--- config.mk ---
export PLATFORM = sky130hd
export DESIGN_NAME = sched_cmd_share
export DESIGN_NICKNAME = d
export VERILOG_FILES = /design/src/rtl/sched_pkg.sv /design/src/rtl/sched_req_fifo.sv /design/src/rtl/sched_bank_timer.sv /design/src/rtl/sched_rr_arb.sv /design/src/rtl/sched_rd_strobe.sv /design/src/rtl/sched_cmd_share.sv
export SDC_FILE = /design/constraint.sdc
export NUM_CORES = 1
export LEC_CHECK = 0
export ABC_AREA = 1
export BUFFER_PORTS_ARGS = -buffer_cell sky130_fd_sc_hd__buf_2
export CAP_MARGIN = 20
export CORE_UTILIZATION = 25
export CTS_CLUSTER_SIZE = 28
export DETAILED_ROUTE_END_ITERATION = 10
export PLACE_DENSITY = 0.36
export RECOVER_POWER = 50
export SYNTH_ARGS = -nofsm -noshare
export SYNTH_HDL_FRONTEND = slang
export SYNTH_HIERARCHICAL = 1
export SYNTH_SLANG_ARGS = --single-unit
--- constraint.sdc ---
create_clock -name clk_i -period 5.7 [get_ports clk_i]
set_input_delay 0.57 -clock clk_i [delete_from_list [all_inputs] [get_ports clk_i]]
set_output_delay 0.57 -clock clk_i [all_outputs]
set_load 0.01 [all_outputs]
--- src/rtl/sched_pkg.sv ---
`timescale 1ns/1ps
package sched_pkg;
  localparam int unsigned BANK_W = 4;
  localparam int unsigned ADDR_W = 20;

  typedef struct packed {
    logic              we;
    logic [BANK_W-1:0] bank;
    logic [ADDR_W-1:0] addr;
  } sched_req_t;
endpackage

--- src/rtl/sched_req_fifo.sv ---
`timescale 1ns/1ps
module sched_req_fifo
  import sched_pkg::*;
#(
  parameter int unsigned DEPTH = 4
) (
  input  logic       clk_i,
  input  logic       rst_ni,
  input  logic       push_i,
  input  sched_req_t din_i,
  input  logic       pop_i,
  output sched_req_t head_o,
  output logic       nonempty_o,
  output logic       ready_o
);
  localparam int unsigned PW = (DEPTH > 1) ? $clog2(DEPTH) : 1;
  localparam int unsigned CW = $clog2(DEPTH + 1);

  sched_req_t     mem [DEPTH];
  logic [PW-1:0]  wr_ptr, rd_ptr;
  logic [CW-1:0]  cnt;
  logic           push_ok, pop_ok;

  assign ready_o    = (cnt != CW'(DEPTH));
  assign nonempty_o = (cnt != '0);
  assign push_ok    = push_i && ready_o;
  assign pop_ok     = pop_i && nonempty_o;
  assign head_o     = mem[rd_ptr];

  always_ff @(posedge clk_i) begin
    if (push_ok) mem[wr_ptr] <= din_i;
  end

  always_ff @(posedge clk_i or negedge rst_ni) begin
    if (!rst_ni) begin
      wr_ptr <= '0;
      rd_ptr <= '0;
      cnt    <= '0;
    end else begin
      if (push_ok) wr_ptr <= (wr_ptr == PW'(DEPTH - 1)) ? '0 : wr_ptr + 1'b1;
      if (pop_ok)  rd_ptr <= (rd_ptr == PW'(DEPTH - 1)) ? '0 : rd_ptr + 1'b1;
      case ({push_ok, pop_ok})
        2'b10:   cnt <= cnt + 1'b1;
        2'b01:   cnt <= cnt - 1'b1;
        default: cnt <= cnt;
      endcase
    end
  end
endmodule

--- src/rtl/sched_bank_timer.sv ---
`timescale 1ns/1ps
module sched_bank_timer
  import sched_pkg::*;
#(
  parameter int unsigned NUM_BANKS = 16,
  parameter int unsigned T_RC      = 6,
  parameter int unsigned BURST_CYC = 4
) (
  input  logic                 clk_i,
  input  logic                 rst_ni,
  input  logic                 issue_i,
  input  logic [BANK_W-1:0]    issue_bank_i,
  output logic [NUM_BANKS-1:0] bank_ready_o,
  output logic                 bus_free_o
);
  localparam int unsigned TW = $clog2(T_RC + 1);
  localparam int unsigned BW = $clog2(BURST_CYC + 1);

  logic [BW-1:0] bus_cnt;

  // data bus held for BURST_CYC cycles starting with the issue slot
  always_ff @(posedge clk_i or negedge rst_ni) begin
    if (!rst_ni)             bus_cnt <= '0;
    else if (issue_i)        bus_cnt <= BW'(BURST_CYC - 1);
    else if (bus_cnt != '0)  bus_cnt <= bus_cnt - 1'b1;
  end
  assign bus_free_o = (bus_cnt == '0);

  for (genvar b = 0; b < NUM_BANKS; b++) begin : g_bank
    logic [TW-1:0] rc_cnt;
    always_ff @(posedge clk_i or negedge rst_ni) begin
      if (!rst_ni)                                        rc_cnt <= '0;
      else if (issue_i && (issue_bank_i == BANK_W'(b)))   rc_cnt <= TW'(T_RC - 1);
      else if (rc_cnt != '0)                              rc_cnt <= rc_cnt - 1'b1;
    end
    assign bank_ready_o[b] = (rc_cnt == '0);
  end
endmodule

--- src/rtl/sched_rr_arb.sv ---
`timescale 1ns/1ps
module sched_rr_arb #(
  parameter int unsigned N  = 4,
  localparam int unsigned IW = (N > 1) ? $clog2(N) : 1
) (
  input  logic          clk_i,
  input  logic          rst_ni,
  input  logic [N-1:0]  req_i,
  output logic          gnt_valid_o,
  output logic [IW-1:0] gnt_idx_o,
  output logic [N-1:0]  gnt_o
);
  logic [IW-1:0] ptr;
  logic [IW-1:0] cand;

  always_comb begin
    gnt_valid_o = 1'b0;
    gnt_idx_o   = '0;
    cand        = '0;
    for (int i = 0; i < N; i++) begin
      cand = IW'((int'(ptr) + i) % N);
      if (!gnt_valid_o && req_i[cand]) begin
        gnt_valid_o = 1'b1;
        gnt_idx_o   = cand;
      end
    end
    gnt_o = '0;
    if (gnt_valid_o) gnt_o[gnt_idx_o] = 1'b1;
  end

  always_ff @(posedge clk_i or negedge rst_ni) begin
    if (!rst_ni)          ptr <= '0;
    else if (gnt_valid_o) ptr <= (gnt_idx_o == IW'(N - 1)) ? '0 : gnt_idx_o + 1'b1;
  end
endmodule

--- src/rtl/sched_rd_strobe.sv ---
`timescale 1ns/1ps
module sched_rd_strobe #(
  parameter int unsigned RD_LAT = 5
) (
  input  logic clk_i,
  input  logic rst_ni,
  input  logic rd_issue_i,
  output logic strobe_o
);
  // one extra stage: input is the grant, command goes out one edge later
  localparam int unsigned SR_LEN = RD_LAT + 1;

  logic [SR_LEN-1:0] sr;

  always_ff @(posedge clk_i or negedge rst_ni) begin
    if (!rst_ni) sr <= '0;
    else         sr <= {sr[SR_LEN-2:0], rd_issue_i};
  end
  assign strobe_o = sr[SR_LEN-1];
endmodule

--- src/rtl/sched_cmd_share.sv ---
`timescale 1ns/1ps
module sched_cmd_share
  import sched_pkg::*;
#(
  parameter int unsigned NSUB      = 4,
  parameter int unsigned QDEPTH    = 4,
  parameter int unsigned T_RC      = 6,
  parameter int unsigned BURST_CYC = 4,
  parameter int unsigned RD_LAT    = 5
) (
  input  logic                     clk_i,
  input  logic                     rst_ni,
  input  logic [NSUB-1:0]          req_valid_i,
  input  logic [NSUB-1:0]          req_we_i,
  input  logic [NSUB*BANK_W-1:0]   req_bank_i,
  input  logic [NSUB*ADDR_W-1:0]   req_addr_i,
  output logic [NSUB-1:0]          req_ready_o,
  output logic                     cmd_valid_o,
  output logic                     cmd_we_o,
  output logic [BANK_W-1:0]        cmd_bank_o,
  output logic [ADDR_W-1:0]        cmd_addr_o,
  output logic [NSUB-1:0]          cs_n_o,
  output logic [NSUB-1:0]          rd_valid_o
);
  localparam int unsigned NUM_BANKS = 2 ** BANK_W;
  localparam int unsigned IW        = (NSUB > 1) ? $clog2(NSUB) : 1;

  sched_req_t             head     [NSUB];
  logic [NUM_BANKS-1:0]   bank_rdy [NSUB];
  logic [NSUB-1:0]        nonempty, bus_free, elig, gnt;
  logic                   gnt_valid;
  logic [IW-1:0]          gnt_idx;

  for (genvar s = 0; s < NSUB; s++) begin : g_sub
    sched_req_t din;
    assign din = '{we:   req_we_i[s],
                   bank: req_bank_i[s*BANK_W +: BANK_W],
                   addr: req_addr_i[s*ADDR_W +: ADDR_W]};

    sched_req_fifo #(.DEPTH(QDEPTH)) u_fifo (
      .clk_i, .rst_ni,
      .push_i     (req_valid_i[s]),
      .din_i      (din),
      .pop_i      (gnt[s]),
      .head_o     (head[s]),
      .nonempty_o (nonempty[s]),
      .ready_o    (req_ready_o[s])
    );

    sched_bank_timer #(.NUM_BANKS(NUM_BANKS), .T_RC(T_RC), .BURST_CYC(BURST_CYC)) u_timer (
      .clk_i, .rst_ni,
      .issue_i      (gnt[s]),
      .issue_bank_i (head[s].bank),
      .bank_ready_o (bank_rdy[s]),
      .bus_free_o   (bus_free[s])
    );

    sched_rd_strobe #(.RD_LAT(RD_LAT)) u_strobe (
      .clk_i, .rst_ni,
      .rd_issue_i (gnt[s] && !head[s].we),
      .strobe_o   (rd_valid_o[s])
    );

    assign elig[s] = nonempty[s] && bus_free[s] && bank_rdy[s][head[s].bank];
  end

  sched_rr_arb #(.N(NSUB)) u_arb (
    .clk_i, .rst_ni,
    .req_i       (elig),
    .gnt_valid_o (gnt_valid),
    .gnt_idx_o   (gnt_idx),
    .gnt_o       (gnt)
  );

  always_ff @(posedge clk_i or negedge rst_ni) begin
    if (!rst_ni) begin
      cmd_valid_o <= 1'b0;
      cmd_we_o    <= 1'b0;
      cmd_bank_o  <= '0;
      cmd_addr_o  <= '0;
      cs_n_o      <= '1;
    end else begin
      cmd_valid_o <= gnt_valid;
      cs_n_o      <= ~gnt;
      if (gnt_valid) begin
        cmd_we_o   <= head[gnt_idx].we;
        cmd_bank_o <= head[gnt_idx].bank;
        cmd_addr_o <= head[gnt_idx].addr;
      end
    end
  end
endmodule

==> results.txt <==
Final Hold Fails: 0
XOR/XNOR share of the synthesized area: 0.206%
Synth Instances: 3,648
Hold Path Class: in -> reg
Most frequent cells in the layout: nand2_1 (1,068), inv_1 (735), edfxtp_1 (400), nand3_1 (309), dfrtp_1 (280)
Maximum vdd drop: 0.425 mV
# nets final: 4,119
Final Instance Area: 39,500 µm²
Port Buffer Count: 143
Yosys cell types: 32
Placed standard-cell area: 36,500 µm²
Critical Path Max Stage Delay: 0.75 ns
Max-cap viol count: 5
CP arrival: 5.70 ns
Clock latency on the worst-skew pair: 0.73 ns
Adder-cell area share of the yosys netlist: 6.28%
Die Height: 371 µm
Simple-gate share of the synthesized area: 20.3%
Setup violators final: 0
Clk sink count: 688
Post-synth net total: 3,922
DRT iter0 DRCs: 1,509
Slowest stage cell, crit path: dfrtp_2
Max Root-Sink Buffers: 3
Async set or reset register ratio after synthesis: 41.9%
Critical path cell sequence: nand2_1 -> o211ai_1 -> nand2_1 -> inv_4 -> nand2_1 -> nand2_1 -> nand2_1 -> nand3_1 -> nand3_1 -> a21oi_1 -> inv_1 -> nand2_1 -> nand2_1 -> nand2_1 -> nand2_1 -> nand2_1 -> nand3_1 -> o21ai_4 -> buf_4 -> inv_2 -> a21oi_1 -> o21ai_1 -> a31oi_1
Achievable Freq: 198 MHz
Worst EP required: 6.34 ns
CTS resizes: 0
Worst-margin pin slew: 2.86 ns
Cell mode on critical path: nand2_1
Die Wd: 371 µm
Total Die Area: 137,000 µm²
Routed wire length per instance: 16.5 µm
CTS Root Buffer Type: clkbuf_16
Combinational family with the most area after synthesis: simple AND/OR/NAND/NOR gates
DRC viols: 0
Post-detail-place hpwl: 65,900 µm
Post-Syn Area: 34,000 µm²
Clock slew seen by the registers of the worst setup and hold paths: 0.06 ns
Seq/Total Area, Yosys: 56.6%
Minimum clock period: 5.06 ns
Share of cells above drive strength 1: 9.21%
First-pass GRT wire length: 143,000 µm
Pwr/cell area: 636 nW/µm²
Final Max Slew Viols: 193
Register bit count reported by yosys: 688
Num CTS Buffers: 88
Mux share of post-synthesis cell area: 0%
GRT overflow: 0
Synthesis-to-finish area growth: 16.3%
Relative slew slack: -90.8%
Setup TNS: 0 ns
Worst Skew: 0.0532 ns
Ys Warns: 6
Tcrit/Tclk final: 88.7%
Leakage power: 18.9 nW
Largest net degree at the start of global routing: 94
Post-synth EDFFs: 400
Core box area: 134,000 µm²
Syn_area_per_cell: 9.31 µm²
TritonRoute pass-1 iters: 5
Mean number of vias per cell: 4.10
Main synth FF type: edfxtp_1
Critical Path End Type: flip-flop
RSZ-0062 raised after global routing: false
Total Wirelength: 93,800 µm
ANT nets after route: 0
Placed cell count: 5,508
Compound-Gate Fraction of Synth Area: 5.93%
Number of global-route vias before repair: 22,800
Setup bufs post-CTS: 0
Worst Setup Start Kind: flip-flop
Failing checks: capacitance limit, slew limit
GPL Wtd Cong: 0.761
Crit path kind: reg -> reg
CTS tree: done
Status: finished, violations left
IO Count: 144
Initial core utilization: 25.3%
H-tree levels: 3
Worst-path fanout max: 51
Initial antenna violation count: 12
Cell Rows: 134
Most common cell after layout, fill and taps aside: nand2_1
Vias: 23,300
Tot GR Track Use: 13.9%
Final non-filler cell total: 5,691
timing repair:
item	4_1_cts	5_1_grt
setup endpoints to repair	0	0
hold buffers	15	0
hold endpoints to repair	92	0
area by class of cell:
| class | instances | area [µm²] |
|---|---|---|
| multi-input combinational | 2108 | 11100 |
| clock inverter | 45 | 548 |
| fill | 14200 | 94600 |
| tap | 1768 | 2210 |
| sequential | 688 | 19200 |
| timing repair buffer | 202 | 1060 |
| inverter | 757 | 2860 |
| clock buffer | 121 | 2450 |
| antenna | 2 | 5.00 |
critical path, delay by kind of cell (launching register included):
family / cells / cell delay (ns)
buffers and inverters: 4 / 1.32
DFF: 1 / 0.75
and+or+nand+nor: 13 / 1.47
AOI/OAI and AO/OA: 6 / 1.42
cells in the mapped netlist, types with 12 or more instances:
master | count | area share (%)
a21oi_1 | 12 | 0.18
a31oi_1 | 25 | 0.46
buf_2 | 19 | 0.28
buf_4 | 32 | 0.71
buf_6 | 35 | 1.2
dfrtp_1 | 284 | 21
edfxtp_1 | 400 | 35
ha_1 | 164 | 6.0
inv_1 | 731 | 8.1
inv_2 | 20 | 0.22
nand2_1 | 1064 | 12
nand2_2 | 14 | 0.26
nand3_1 | 309 | 4.6
nor2_1 | 151 | 1.7
nor2_2 | 20 | 0.37
o211ai_1 | 200 | 4.4
o21ai_0 | 33 | 0.49
o21ai_1 | 23 | 0.34
or2_2 | 64 | 1.2
report_power, final:
| part | switching (mW) | internal [mW] | leakage, nW | total, mW |
|---|---|---|---|---|
| combinational | 7.73 | 3.67 | 10.3 | 11.4 |
| clock | 2.36 | 3.37 | 1.45 | 5.72 |
| sequential | 0.960 | 7.03 | 7.11 | 7.99 |
through the flow:
step	hold slack [ns]	util, %	setup slack, ns	power, mW
after floorplan	0.274	-	1.84	16.4
after global placement	0.332	27.2	0.591	19.8
after detailed placement	0.336	27.2	0.529	19.8
after CTS	0.00217	29.6	0.496	25.7
after global routing	0.107	29.5	0.0241	27.6
final	0.129	29.5	0.643	25.1
per-layer routing:
metal	up-vias	track usage [%]	wire length (µm)
li1	12000	-	-
met1	10900	20.0	46900
met2	331	21.3	41100
met3	108	2.25	3540
met4	0	4.39	2250
met5	-	0	0
registers in the layout, indices dropped and copies added (netlist names):
name	cells
u_arb/ptr	2
cmd_addr_o	20
g_sub.u_strobe/sr	24
g_sub.u_timer/g_bank.rc_cnt	192
cmd_we_o	1
g_sub.u_fifo/cnt	12
cs_n_o	4
g_sub.u_fifo/wr_ptr	8
g_sub.u_fifo/mem	400
cmd_bank_o	4
g_sub.u_fifo/rd_ptr	8
g_sub.u_timer/bus_cnt	12
cmd_valid_o	1
worst paths after layout:
kind                                           start                        end  slack [ns]  cells past startpoint
min in group asynchronous                     rst_ni    g_sub[3].u_strobe/sr[5]        1.31                      2
max in group asynchronous                     rst_ni  g_sub[1].u_fifo/rd_ptr[0]        2.33                      2
min                                   req_addr_i[45]  g_sub[2].u_fifo/mem[1][5]        0.13                      1
min reg2reg                  g_sub[1].u_strobe/sr[1]    g_sub[1].u_strobe/sr[2]        0.34                      0
max reg2reg                g_sub[3].u_fifo/rd_ptr[0]              cmd_bank_o[0]        0.64                     23
max                        g_sub[3].u_fifo/rd_ptr[0]              cmd_bank_o[0]        0.64                     23
cells by family after synthesis:
kind of cell | Yosys count
simple gates | 1638
buf+inv | 852
flops | 688
compound gates | 294
fa+ha+maj | 168
xor+xnor | 8
Note: power is estimated with default switching activity, not from simulation.
